$ cat src/rtl/dbr_pkg.sv
package dbr_pkg;
    localparam int ADDR_W    = 32;
    localparam int WIN_W     = 16;
    localparam int NUM_WP    = 2;
    localparam int NUM_TGT   = 4;
    localparam int LMEM_AW   = 12;
    localparam int FLASH_CW  = 8;
    localparam int DRAM_SH   = 3;
    localparam int CIDX_W    = 4;

    localparam logic [CIDX_W-1:0] IDX_CTRL   = 4'd0;
    localparam logic [CIDX_W-1:0] IDX_WP0    = 4'd1;
    localparam logic [CIDX_W-1:0] IDX_LMASK  = IDX_WP0 + CIDX_W'(NUM_WP);
    localparam logic [CIDX_W-1:0] IDX_LMATCH = IDX_LMASK + 4'd1;
    localparam logic [CIDX_W-1:0] IDX_DBASE  = IDX_LMATCH + 4'd1;
    localparam logic [CIDX_W-1:0] IDX_RBASE  = IDX_DBASE + 4'd1;
    localparam logic [CIDX_W-1:0] IDX_FBASE  = IDX_RBASE + 4'd1;

    typedef enum logic [1:0] {
        TGT_LMEM  = 2'd0,
        TGT_REG   = 2'd1,
        TGT_FLASH = 2'd2,
        TGT_DRAM  = 2'd3
    } tgt_e;

    typedef struct packed {
        logic                          prot_en;
        logic [NUM_WP-1:0][WIN_W-1:0]  wp_base;
        logic [NUM_WP-1:0][WIN_W-1:0]  wp_mask;
        logic [ADDR_W-1:0]             lmem_mask;
        logic [ADDR_W-1:0]             lmem_match;
        logic [ADDR_W-1:0]             dram_base;
        logic [WIN_W-1:0]              reg_base;
        logic [WIN_W-1:0]              flash_base;
    } cfg_t;
endpackage

$ cat src/rtl/dbr_cfg_regs.sv
module dbr_cfg_regs
    import dbr_pkg::*;
(
    input  logic                 clk,
    input  logic                 rst_n,
    input  logic                 cfg_we,
    input  logic [CIDX_W-1:0]    cfg_idx,
    input  logic [ADDR_W-1:0]    cfg_wdata,
    output cfg_t                 cfg
);
    cfg_t cfg_d, cfg_q;

    always_comb begin
        cfg_d = cfg_q;
        if (cfg_we) begin
            if (cfg_idx == IDX_CTRL)   cfg_d.prot_en    = cfg_wdata[0];
            for (int k = 0; k < NUM_WP; k++) begin
                if (cfg_idx == IDX_WP0 + CIDX_W'(k)) begin
                    cfg_d.wp_base[k] = cfg_wdata[WIN_W-1:0];
                    cfg_d.wp_mask[k] = cfg_wdata[ADDR_W-1:WIN_W];
                end
            end
            if (cfg_idx == IDX_LMASK)  cfg_d.lmem_mask  = cfg_wdata;
            if (cfg_idx == IDX_LMATCH) cfg_d.lmem_match = cfg_wdata;
            if (cfg_idx == IDX_DBASE)  cfg_d.dram_base  = cfg_wdata;
            if (cfg_idx == IDX_RBASE)  cfg_d.reg_base   = cfg_wdata[WIN_W-1:0];
            if (cfg_idx == IDX_FBASE)  cfg_d.flash_base = cfg_wdata[WIN_W-1:0];
        end
    end

    always_ff @(posedge clk or negedge rst_n) begin
        if (!rst_n) cfg_q <= '0;
        else        cfg_q <= cfg_d;
    end

    assign cfg = cfg_q;


    unused_idx_chk: assert property (@(posedge clk) disable iff (!rst_n)
        (cfg_we && cfg_idx > IDX_FBASE) |=> $stable(cfg_q));
endmodule

$ cat src/rtl/dbr_decode.sv
module dbr_decode
    import dbr_pkg::*;
(
    input  cfg_t               cfg,
    input  logic [ADDR_W-1:0]  addr,
    output tgt_e               tgt,
    output logic [ADDR_W-1:0]  taddr
);
    localparam int UPPER_LO = ADDR_W - WIN_W;
    localparam int FLASH_LO = ADDR_W - FLASH_CW;

    logic lmem_hit, reg_hit, flash_hit;
    logic [ADDR_W-1:0] dram_off;

    always_comb begin
        lmem_hit  = (addr & cfg.lmem_mask) == cfg.lmem_match;
        reg_hit   = addr[ADDR_W-1:UPPER_LO] == cfg.reg_base;
        flash_hit = addr[ADDR_W-1:FLASH_LO] == cfg.flash_base[WIN_W-1:WIN_W-FLASH_CW];
        dram_off  = cfg.dram_base << DRAM_SH;

        tgt   = TGT_DRAM;
        taddr = dram_off + addr;
        if (lmem_hit) begin
            tgt   = TGT_LMEM;
            taddr = {{(ADDR_W-LMEM_AW){1'b0}}, addr[LMEM_AW-1:0]};
        end else if (reg_hit) begin
            tgt   = TGT_REG;
            taddr = {{(ADDR_W-WIN_W){1'b0}}, addr[WIN_W-1:0]};
        end else if (flash_hit) begin
            tgt   = TGT_FLASH;
            taddr = {{FLASH_CW{1'b0}}, addr[FLASH_LO-1:0]};
        end
    end
endmodule

$ cat src/rtl/dbr_wprot.sv
module dbr_wprot
    import dbr_pkg::*;
(
    input  cfg_t               cfg,
    input  logic [ADDR_W-1:0]  addr,
    input  logic               wr,
    output logic               hit,
    output logic               we
);
    logic [NUM_WP-1:0] region_hit;

    for (genvar k = 0; k < NUM_WP; k++) begin : g_region
        assign region_hit[k] =
            (addr[ADDR_W-1:ADDR_W-WIN_W] & cfg.wp_mask[k]) == cfg.wp_base[k];
    end

    always_comb begin
        hit = |region_hit;
        we  = wr & ~(cfg.prot_en & hit);
    end
endmodule

$ cat src/rtl/dbus_region_decoder.sv
module dbus_region_decoder
    import dbr_pkg::*;
(
    input  logic                 clk,
    input  logic                 rst_n,
    input  logic                 cfg_we,
    input  logic [CIDX_W-1:0]    cfg_idx,
    input  logic [ADDR_W-1:0]    cfg_wdata,
    input  logic                 req_valid,
    input  logic                 req_wr,
    input  logic [ADDR_W-1:0]    req_addr,
    output logic                 out_valid,
    output logic [NUM_TGT-1:0]   out_sel,
    output logic [ADDR_W-1:0]    out_addr,
    output logic                 out_we
);
    typedef struct packed {
        logic                valid;
        logic [NUM_TGT-1:0]  sel;
        logic [ADDR_W-1:0]   addr;
        logic                we;
    } out_t;

    cfg_t              cfg;
    tgt_e              tgt;
    logic [ADDR_W-1:0] taddr;
    logic              prot_hit, filt_we;
    out_t              out_d, out_q;

    dbr_cfg_regs u_cfg (
        .clk(clk), .rst_n(rst_n), .cfg_we(cfg_we), .cfg_idx(cfg_idx),
        .cfg_wdata(cfg_wdata), .cfg(cfg)
    );

    dbr_decode u_dec (.cfg(cfg), .addr(req_addr), .tgt(tgt), .taddr(taddr));

    dbr_wprot u_wp (
        .cfg(cfg), .addr(req_addr), .wr(req_wr), .hit(prot_hit), .we(filt_we)
    );

    always_comb begin
        out_d = '0;
        if (req_valid) begin
            out_d.valid    = 1'b1;
            out_d.sel[tgt] = 1'b1;
            out_d.addr     = taddr;
            out_d.we       = filt_we;
        end
    end

    always_ff @(posedge clk or negedge rst_n) begin
        if (!rst_n) out_q <= '0;
        else        out_q <= out_d;
    end

    assign out_valid = out_q.valid;
    assign out_sel   = out_q.sel;
    assign out_addr  = out_q.addr;
    assign out_we    = out_q.we;


    one_sel_chk: assert property (@(posedge clk) disable iff (!rst_n)
        out_valid |-> $countones(out_sel) == 1);

    idle_quiet_chk: assert property (@(posedge clk) disable iff (!rst_n)
        !out_valid |-> (out_sel == '0 && !out_we));

    latency_chk: assert property (@(posedge clk) disable iff (!rst_n)
        out_valid == $past(req_valid));

    lmem_addr_chk: assert property (@(posedge clk) disable iff (!rst_n)
        (out_valid && out_sel[TGT_LMEM]) |-> out_addr[ADDR_W-1:LMEM_AW] == '0);

    reg_addr_chk: assert property (@(posedge clk) disable iff (!rst_n)
        (out_valid && out_sel[TGT_REG]) |-> out_addr[ADDR_W-1:WIN_W] == '0);

    drop_write_chk: assert property (@(posedge clk) disable iff (!rst_n)
        $past(req_valid && req_wr && cfg.prot_en && prot_hit) |-> (out_valid && !out_we));

    prot_off_pass_chk: assert property (@(posedge clk) disable iff (!rst_n)
        $past(req_valid && req_wr && !cfg.prot_en) |-> out_we);

    read_no_we_chk: assert property (@(posedge clk) disable iff (!rst_n)
        $past(req_valid && !req_wr) |-> !out_we);
endmodule

$ cat config.mk
export PLATFORM = sky130hd
export DESIGN_NAME = dbus_region_decoder
export DESIGN_NICKNAME = d
export VERILOG_FILES = /design/src/rtl/dbr_pkg.sv /design/src/rtl/dbr_cfg_regs.sv /design/src/rtl/dbr_decode.sv /design/src/rtl/dbr_wprot.sv /design/src/rtl/dbus_region_decoder.sv
export SDC_FILE = /design/constraint.sdc
export NUM_CORES = 1
export LEC_CHECK = 0
export ABC_CLOCK_PERIOD_IN_PS = 3100
export CAP_MARGIN = 5
export CORE_UTILIZATION = 35
export DETAILED_ROUTE_END_ITERATION = 6
export GPL_TIMING_DRIVEN = 0
export PLACE_DENSITY = 0.52
export RECOVER_POWER = 100
export SYNTH_ARGS = -nofsm -noshare
export SYNTH_HDL_FRONTEND = slang
export SYNTH_SLANG_ARGS = --single-unit
$ cat constraint.sdc
create_clock -name clk -period 3.1 [get_ports clk]
set_input_delay 0.465 -clock clk [delete_from_list [all_inputs] [get_ports clk]]
set_output_delay 0.465 -clock clk [all_outputs]
set_load 0.01 [all_outputs]
# [Yosys cells after proc, flatten, opt, wreduce, memory -nomap -nowiden]
# Index checks and enable logic that the tools add are counted.
[word_totals] regBits=228 output_inout_bits=38 in_bits=73 wordCells=55
[classes] n_eq_ne=12 reduce_logical=11 order_cmp=2 bitwise=6 n_mux=9 n_addsub=1
[op_table] op="2-to-1 mux 32 bit" n=3
[op_table] op="equality test 16 bit" n=3
[op_table] op="2-to-1 mux 38 bit" n=1
[op_table] op="adder 32 bit" n=1
[op_table] op="bitwise AND 16 bit" n=2
[op_table] op="bitwise AND 32 bit" n=1
[op_table] op="equality test 32 bit" n=1
[op_table] op="equality test 4 x 3 -> 1 bit (second input constant)" n=4
[op_table] op="AND reduction 2 bit" n=8
[op_table] op="equality test 4 x 2 -> 1 bit (second input constant)" n=2
[op_table] op="equality test 8 bit" n=1
[op_table] op="equality test 4 x 1 -> 1 bit (second input constant)" n=1
[op_table] op="logical NOT 4 bit" n=1
[op_table] op="2-to-1 mux 2 bit" n=2
[op_table] op="less-than comparator 2 x 3 -> 1 bit (second input constant)" n=1
[op_table] op="bitwise AND 1 bit" n=2
[op_table] op="demux 1 bit (select 2 bit)" n=1
[op_table] op="greater-or-equal comparator 2 x 1 -> 1 bit (second input constant)" n=1
[op_table] op="2-to-1 mux 1 bit" n=2
[op_table] op="OR reduction 2 bit" n=1
[op_table] op="logical AND 1 bit" n=1
[op_table] op="inverter 1 bit" n=1

# [Depth between registers and ports, before layout]
# Gate-level depths: netlist of the first run.
[logic_depth] word_depth=9 depth_mapped=10 mapped_depth_nobuf=10

# [By module]
# From an unflattened synthesis of the first run, not the netlist that was laid out.
[hier_totals] hier_cells=1014 area_unflattened_um2=12111.6
[by_module_without_submodules] module="dbr_cfg_regs" instances=1 area_each_um2=7334.5 seq_area_each_um2=4829.6 cells_per_inst=419
[by_module_without_submodules] module="dbr_decode" instances=1 area_each_um2=2932.8 seq_area_each_um2=0.0 cells_per_inst=431
[by_module_without_submodules] module="dbus_region_decoder" instances=1 area_each_um2=1248.7 seq_area_each_um2=950.9 cells_per_inst=78
[by_module_without_submodules] module="dbr_wprot" instances=1 area_each_um2=595.6 seq_area_each_um2=0.0 cells_per_inst=86

# [Least setup slack after synthesis of the first run]
# No wires, ideal clock.
[synth_timing] path_kind="input port to flip-flop" from="in req_addr[3]" to="reg out_q (netlist bit out_addr[17])" stages=10 slack_ps=625 arrival_time_ps=2386 setup_ps=88 t_required_ps=3012 cell_sequence="ha_1 inv_1 fa_1 nand2b_1 a21o_1 a211o_1 a21boi_1 o21ai_0 or3_1 a41oi_1"
[synth_lines] element="from (decl)" line_no="dbus_region_decoder.sv:11" rtl="input logic [ADDR_W-1:0] req_addr,"
[synth_lines] element="to (signal assigned)" line_no="dbus_region_decoder.sv:53" rtl="else out_q <= out_d;"
[synth_lines] element="to (decl)" line_no="dbus_region_decoder.sv:28" rtl="out_t out_d, out_q;"

# [Worst setup path in the final report of the first run]
[layout_timing] from="in cfg_we" to="reg u_cfg.cfg_q (netlist bit u_cfg.cfg[17])"
[layout_via] elab_chain_cells=1
[layout_lines] element="from (decl)" line_no="dbus_region_decoder.sv:6" rtl="input logic cfg_we,"
[layout_lines] element="AND reduction 2 bit (no line)"
[layout_lines] element="to (signal assigned)" line_no="dbr_cfg_regs.sv:33" rtl="else cfg_q <= cfg_d;"
[layout_lines] element="to (decl)" line_no="dbr_cfg_regs.sv:11" rtl="cfg_t cfg_d, cfg_q;"
# Every way passes these cells.
# A chain may end at the register's enable or synchronous reset.

==> results of run 1 <==
## cells in the mapped netlist, types with 2 or more instances
| cell | number |
|---|---|
| o21a_1 | 2 |
| inv_1 | 8 |
| clkbuf_1 | 15 |
| a21oi_1 | 49 |
| and2_1 | 6 |
| and3_2 | 4 |
| ha_1 | 28 |
| nand2_1 | 63 |
| and3_1 | 21 |
| o211ai_1 | 3 |
| nor4_2 | 2 |
| a41oi_1 | 2 |
| nor2_1 | 24 |
| a31oi_1 | 6 |
| nand3b_1 | 4 |
| nor4_1 | 3 |
| a21boi_0 | 9 |
| buf_1 | 3 |
| dfrtp_1 | 220 |
| a21o_1 | 20 |
| a211oi_1 | 12 |
| o31ai_1 | 2 |
| xnor2_1 | 34 |
| nor3b_1 | 4 |
| buf_6 | 3 |
| a2bb2oi_1 | 2 |
| xor2_1 | 38 |
| and3b_1 | 8 |
| nand4_1 | 23 |
| nand3_1 | 15 |
| nor2b_1 | 11 |
| or3_1 | 3 |
| a2111oi_0 | 2 |
| o21ai_0 | 17 |
| buf_2 | 8 |
| mux2_2 | 180 |
| o211a_1 | 3 |
| mux2i_1 | 12 |
| o22a_1 | 8 |
| o22ai_1 | 2 |
| o21bai_1 | 4 |
| a21o_2 | 2 |
| buf_4 | 2 |
| nand2b_1 | 4 |
## layer usage
metal	routed length (um)	global-route usage [%]
met1	15200	28.6
met2	15100	33.6
met3	1050	2.37
met4	526	4.10
met5	0	0
## cell families after synthesis
| group | after synthesis |
|---|---|
| DFF | 220 |
| and+or+nand+nor | 203 |
| muxes | 193 |
| AOI/OAI and AO/OA | 156 |
| xor gates and xnor gates | 72 |
| buffers and inverters | 42 |
| adders and majority gates | 29 |
## power groups by stage
stage	logic (mW)	clock network (mW)	registers (mW)
6_report	2.58	3.23	3.89
5_1_grt	2.83	3.43	3.99
4_1_cts	2.63	3.30	3.90
3_5_place_dp	2.61	0	3.95
3_3_place_gp	2.58	0	3.93
2_1_floorplan	1.69	0	3.92
## sequential cells by signal, indices dropped and copies added (netlist names)
signal	flops
out_valid	1
out_addr	32
u_cfg.cfg	182
out_we	1
out_sel	4
## worst min path at each step
stage	startpoint	to	slack [ps]	depth (start not counted)
floorplan	rst_n	out_addr[0]	170	0
global placement	u_cfg.cfg[151]	u_cfg.cfg[151]	490	1
detailed placement	rst_n	u_cfg.cfg[159]	380	1
CTS	rst_n	u_cfg.cfg[159]	380	2
global route	cfg_idx[0]	u_cfg.cfg[192]	500	4
finish	cfg_idx[0]	u_cfg.cfg[192]	450	4
## stage by stage
stage / total power [mW] / utilization (%) / std cells
finish: 9.70 / 44.2 / 1471
global route: 10.3 / 44.2 / 1471
CTS: 9.83 / 44.2 / 1471
detailed placement: 6.56 / 41.1 / 1421
global placement: 6.51 / 40.9 / 1419
floorplan: 5.61 / - / 915
## tightest hold or removal path: cells and delay by family
| family | cells | cell delay (ps) |
|---|---|---|
| AND/OR/NAND/NOR | 2 | 160 |
| buffers and inverters | 1 | 210 |
| multiplexers | 1 | 140 |
## area by class of cell
cell class                      count  area (um2)
Buffer                             32         155
Clock buffer                       43         826
Clock inverter                      6        97.6
Fill cell                        2942       17200
Inverter                           10        37.5
Multi-Input combinational cell    653        5380
Sequential cell                   220        5510
Tap cell                          396         495
Timing Repair Buffer              111        1140
## repair_timing
action / CTS / global route
buffers inserted: 0 / 0
endpoints found under the setup margin: 15 / 6
pin swaps: 0 / 1
endpoints found under the hold margin: 36 / 0
hold buffers: 1 / 0
gates resized for setup: 2 / 6
==> impl_metrics.env, run 1 <==
export IMPL_status="complete, but fails checks"
export IMPL_violations="DRC, capacitance limit, slew limit"
export IMPL_synth_largest_area_cell="dfrtp_1"
export IMPL_cellPowerDensity_mw_per_mm2=712
export IMPL_io_buffers=108
export IMPL_synth_top_family_by_area="multiplexers"
export IMPL_synth_nets=1017
export IMPL_period_needed_ps=2940
export IMPL_dp_hpwl_um=23600
export IMPL_track_usage_pct=20.3
export IMPL_max_freq_ghz=0.340
export IMPL_rsz0062_at_grt="no"
export IMPL_p_int_mw=6.85
export IMPL_net_switching_power_mw=2.85
export IMPL_drive_gt1_share_pct=23.9
export IMPL_p_sw_share_pct=29.4
export IMPL_max_vdd_ir_drop_mv=0.477
export IMPL_die_w_um=180
export IMPL_path_max_fanout=10
export IMPL_layout_commonest_cell="dfrtp_1"
export IMPL_leakage_nw=6.09
export IMPL_drv_cap=2
export IMPL_min_path_type="in -> reg"
export IMPL_routedWlPerCell_um=21.6
export IMPL_worst_slack_ps=162
export IMPL_synth_simple_area_share_pct=9.96
export IMPL_ant_nets=0
export IMPL_place_area_mm2=0.0127
export IMPL_cts_buffers=27
export IMPL_rr_worst_depth=10
export IMPL_hold_viol=0
export IMPL_rows=64
export IMPL_crit_family="simple AND/OR/NAND/NOR gates"
export IMPL_max_slew_worst_pin_slew_ps=2420
export IMPL_syn_area_per_cell_um2=12.1
export IMPL_synthTopCellsByArea="dfrtp_1, mux2_2, ha_1, xor2_1, xnor2_1"
export IMPL_synth_compound_area_share_pct=9.81
export IMPL_slew_headroom_pct=-61.4
export IMPL_timing_rr_start="u_cfg.cfg[32]"
export IMPL_clk_path_buf_depth=3
export IMPL_layout_common_cells="dfrtp_1, mux2_2, clkdlybuf4s50_1"
export IMPL_drt_total_wl_um=31800
export IMPL_core_mm2=0.0308
export IMPL_path_depth=5
export IMPL_synth_edf_count=0
export IMPL_cts_sinks=220
export IMPL_die_area_mm2=0.0323
export IMPL_synth_xor_area_share_pct=5.71
export IMPL_tns_ps=0
export IMPL_async_flop_share_pct=100
export IMPL_vias=7715
export IMPL_io_pins=111
export IMPL_r2r_setup_slack_ps=380
export IMPL_cp_startpoint="cfg_we"
export IMPL_critPathArrivalTime_ps=3360
export IMPL_drt_pass1_iterations=7
export IMPL_startpoint_type="input port"
export IMPL_synth_top_area_share_pct=49.8
export IMPL_dp_slack_ps=-731
export IMPL_cpMaxStageDelayCell="nor3b_1"
export IMPL_drv_slew=45
export IMPL_fin_nets=1157
export IMPL_stdcell_area_mm2=0.0136
export IMPL_grt_max_degree=103
export IMPL_syn_inst=915
export IMPL_p_comb_share_pct=26.6
export IMPL_place_gp_congestion=0.854
export IMPL_synthMuxAreaShare_pct=19.5
export IMPL_first_global_vias=7829
export IMPL_crit_path_max_incr_delay_ps=1230
export IMPL_fin_crit_sh_pct=94.8
export IMPL_critPathBufInv=2
export IMPL_antennaDiodeCount=0
export IMPL_synth_ff_type="dfrtp_1"
export IMPL_clk_latency_ps=550
export IMPL_syn_area_mm2=0.0110
export IMPL_seq_power_share_pct=40.1
export IMPL_drc_errors=8
export IMPL_clkTransAtPathRegs_ps=60
export IMPL_worst_ep_required_time_ps=3520
export IMPL_grt_first_pass_wirelength_um=49000
export IMPL_clockPowerShare_pct=33.3
export IMPL_seq_area_frac_synth_pct=49.8
export IMPL_path_cells="dlygate4sd3_1, nand3b_1, nor3b_1, clkbuf_1, mux2_2"
export IMPL_hold_worst_slack_ps=453
export IMPL_synthDistinctLibCells=68
export IMPL_htree_levels=1
export IMPL_synthAdderAreaFrac_pct=3.35
export IMPL_path_class="in -> reg"
export IMPL_endpoint="u_cfg.cfg[17]"
export IMPL_cts_tree="built"
export IMPL_r2r_end="out_addr[31]"
export IMPL_setup_viol=0
export IMPL_yosys_warnings=0
export IMPL_worstSetupEndpointType="register"
export IMPL_die_h_um=180
export IMPL_cts_root_buf="clkbuf_16"
export IMPL_fin_skew_ps=18.7
export IMPL_overflow=0
export IMPL_drtIter0Drc=508
export IMPL_synth_seq_cells=220
export IMPL_start_util_pct=35.8
export IMPL_viasPerCell=5.24
export IMPL_antenna_found_initial=1
export IMPL_syn_to_final_growth_pct=23.4
(Power assumes the default switching activity.)
==> run 2, diff against run 1 <==
--- a/config.mk
+++ b/config.mk
@@ -6,7 +6,7 @@
 export NUM_CORES = 1
 export LEC_CHECK = 0
 export ABC_CLOCK_PERIOD_IN_PS = 3100
-export CAP_MARGIN = 5
+export CAP_MARGIN = 30
 export CORE_UTILIZATION = 35
 export DETAILED_ROUTE_END_ITERATION = 6
 export GPL_TIMING_DRIVEN = 0
==> impl_metrics.env, run 2 (synthesis gave the netlist of run 1 again) <==
export IMPL_status="complete, but fails checks"
export IMPL_violations="DRC, capacitance limit, slew limit"
export IMPL_fin_nets=1157
export IMPL_slew_headroom_pct=-60.4
export IMPL_clkTransAtPathRegs_ps=60
export IMPL_path_max_fanout=10
export IMPL_min_path_type="in -> reg"
export IMPL_place_gp_congestion=0.854
export IMPL_start_util_pct=35.8
export IMPL_max_freq_ghz=0.343
export IMPL_postCtsSetupRepairBufs=0
export IMPL_worst_slack_ps=182
export IMPL_setup_viol=0
export IMPL_dp_hpwl_um=23600
export IMPL_vias=7652
export IMPL_startpoint_type="input port"
export IMPL_rows=64
export IMPL_first_global_vias=7875
export IMPL_max_vdd_ir_drop_mv=0.432
export IMPL_cpMaxStageDelayCell="o41ai_4"
export IMPL_worst_ep_required_time_ps=3520
export IMPL_cts_sinks=220
export IMPL_drc_errors=8
export IMPL_r2r_end="out_addr[31]"
export IMPL_worstSetupEndpointType="register"
export IMPL_clk_path_buf_depth=3
export IMPL_critPathArrivalTime_ps=3340
export IMPL_fill_cells=2962
export IMPL_io_buffers=108
export IMPL_die_area_mm2=0.0323
export IMPL_drive_gt1_share_pct=24.1
export IMPL_syn_to_final_growth_pct=22.8
export IMPL_hp_start="cfg_idx[0]"
export IMPL_io_pins=111
export IMPL_tns_ps=0
export IMPL_rsz0062_at_grt="no"
export IMPL_period_needed_ps=2920
export IMPL_die_w_um=180
export IMPL_r2r_setup_slack_ps=360
export IMPL_antenna_found_initial=1
export IMPL_drv_cap=1
export IMPL_whs_endpoint="u_cfg.cfg[192]"
export IMPL_drt_total_wl_um=31900
export IMPL_crit_path_max_incr_delay_ps=600
export IMPL_largest_register_ffs=182
export IMPL_max_slew_worst_pin_slew_ps=2410
export IMPL_viasPerCell=5.20
export IMPL_critPathBufInv=3
export IMPL_path_cells="clkdlybuf4s50_1, buf_2, nand3_1, a211oi_1, nand4_1, o41ai_4, or2b_1, clkbuf_2, a2111o_1, nand2_1"
export IMPL_clk_latency_ps=530
export IMPL_cts_tree="built"
export IMPL_drv_slew=37
export IMPL_holdPathStages=4
export IMPL_cts_root_buf="clkbuf_16"
export IMPL_fin_crit_sh_pct=94.1
export IMPL_hold_viol=0
export IMPL_cts_buffers=26
export IMPL_overflow=0
export IMPL_layout_commonest_cell="dfrtp_1"
export IMPL_dp_slack_ps=-700
export IMPL_die_h_um=180
export IMPL_rr_worst_depth=10
export IMPL_timing_rr_start="u_cfg.cfg[32]"
export IMPL_drtIter0Drc=446
export IMPL_grt_first_pass_wirelength_um=48900
export IMPL_layout_common_cells="dfrtp_1, mux2_2, clkdlybuf4s50_1"
export IMPL_htree_levels=1
export IMPL_drt_pass1_iterations=7
export IMPL_cellPowerDensity_mw_per_mm2=703
export IMPL_fin_skew_ps=7.00
export IMPL_core_mm2=0.0308
export IMPL_ant_nets=0
export IMPL_grt_max_degree=103
export IMPL_crit_family="compound AO/OA/AOI/OAI gates"
export IMPL_antennaDiodeCount=0
export IMPL_track_usage_pct=20.3
export IMPL_leakage_nw=6.06
export IMPL_routedWlPerCell_um=21.7
export IMPL_path_class="in -> reg"
-- run 2: changes by cell type in the layout (fill, tap and decap cells not counted), moves of 2 or more --
cell / change
clkbuf_1: -2
clkinv_2: +2
nor4_4: -2
nor4_2: +2
-- run 2: worst reg2reg max path, stage by stage, from the launching register on --
cell and delay [ps]:
dfrtp_1 350, ha_1 210, inv_1 70, fa_1 400, nand2b_1 180, a21o_1 220, a211o_1 340, a21oi_2 250
o211ai_1 150, a21oi_1 290, mux2i_1 220
-- run 2: report_power, final --
group | total [mW] | internal [mW] | switching, mW
clock | 3.09 | 1.86 | 1.22
sequential | 3.89 | 3.53 | 0.357
combinational | 2.57 | 1.33 | 1.24
-- run 2: per-layer routing --
layer / vias up / global-route usage, % / wire (um)
met5: - / 0 / 0
met3: 33 / 2.47 / 1350
met1: 3844 / 28.3 / 14900
met2: 146 / 33.8 / 15000
li1: 3629 / - / -
met4: 0 / 4.14 / 554
-- run 2: timing repair --
action                                  CTS  global route
gates resized for setup                   2             4
hold buffers                              1             0
endpoints found under the hold margin    36             0
endpoints found under the setup margin   15             4
-- run 2: layout make-up --
type	instances	area [um2]	share of cell area, %
Buffer	32	149	1.10
Clock buffer	41	807	5.95
Clock inverter	7	73.8	0.544
Inverter	10	37.5	0.277
Multi-Input combinational cell	653	5350	39.4
Sequential cell	220	5510	40.6
Tap cell	396	495	3.65
Timing Repair Buffer	112	1150	8.50
-- run 2: per-stage QoR --
| step | std cells | util [%] | power, mW | area (um2) | hold slack [ps] |
|---|---|---|---|---|---|
| floorplan | 915 | - | 5.61 | 11000 | 169 |
| global placement | 1419 | 40.9 | 6.51 | 12600 | 487 |
| detailed placement | 1422 | 41.2 | 6.56 | 12700 | 378 |
| CTS | 1471 | 44.1 | 9.69 | 13600 | 402 |
| global route | 1471 | 44.0 | 10.1 | 13600 | 516 |
| finish | 1471 | 44.0 | 9.55 | 13600 | 458 |
-- run 2: worst max path at each step --
stage	end	startpoint	slack, ps	cells after the start
2_1_floorplan	out_addr[17]	req_addr[3]	630	10
3_3_place_gp	out_addr[27]	rst_n	-8270	1
3_5_place_dp	out_addr[25]	req_addr[18]	-700	10
4_1_cts	out_addr[25]	req_addr[3]	50	11
5_1_grt	out_addr[31]	req_addr[3]	40	11
6_report	out_addr[30]	req_addr[28]	180	10
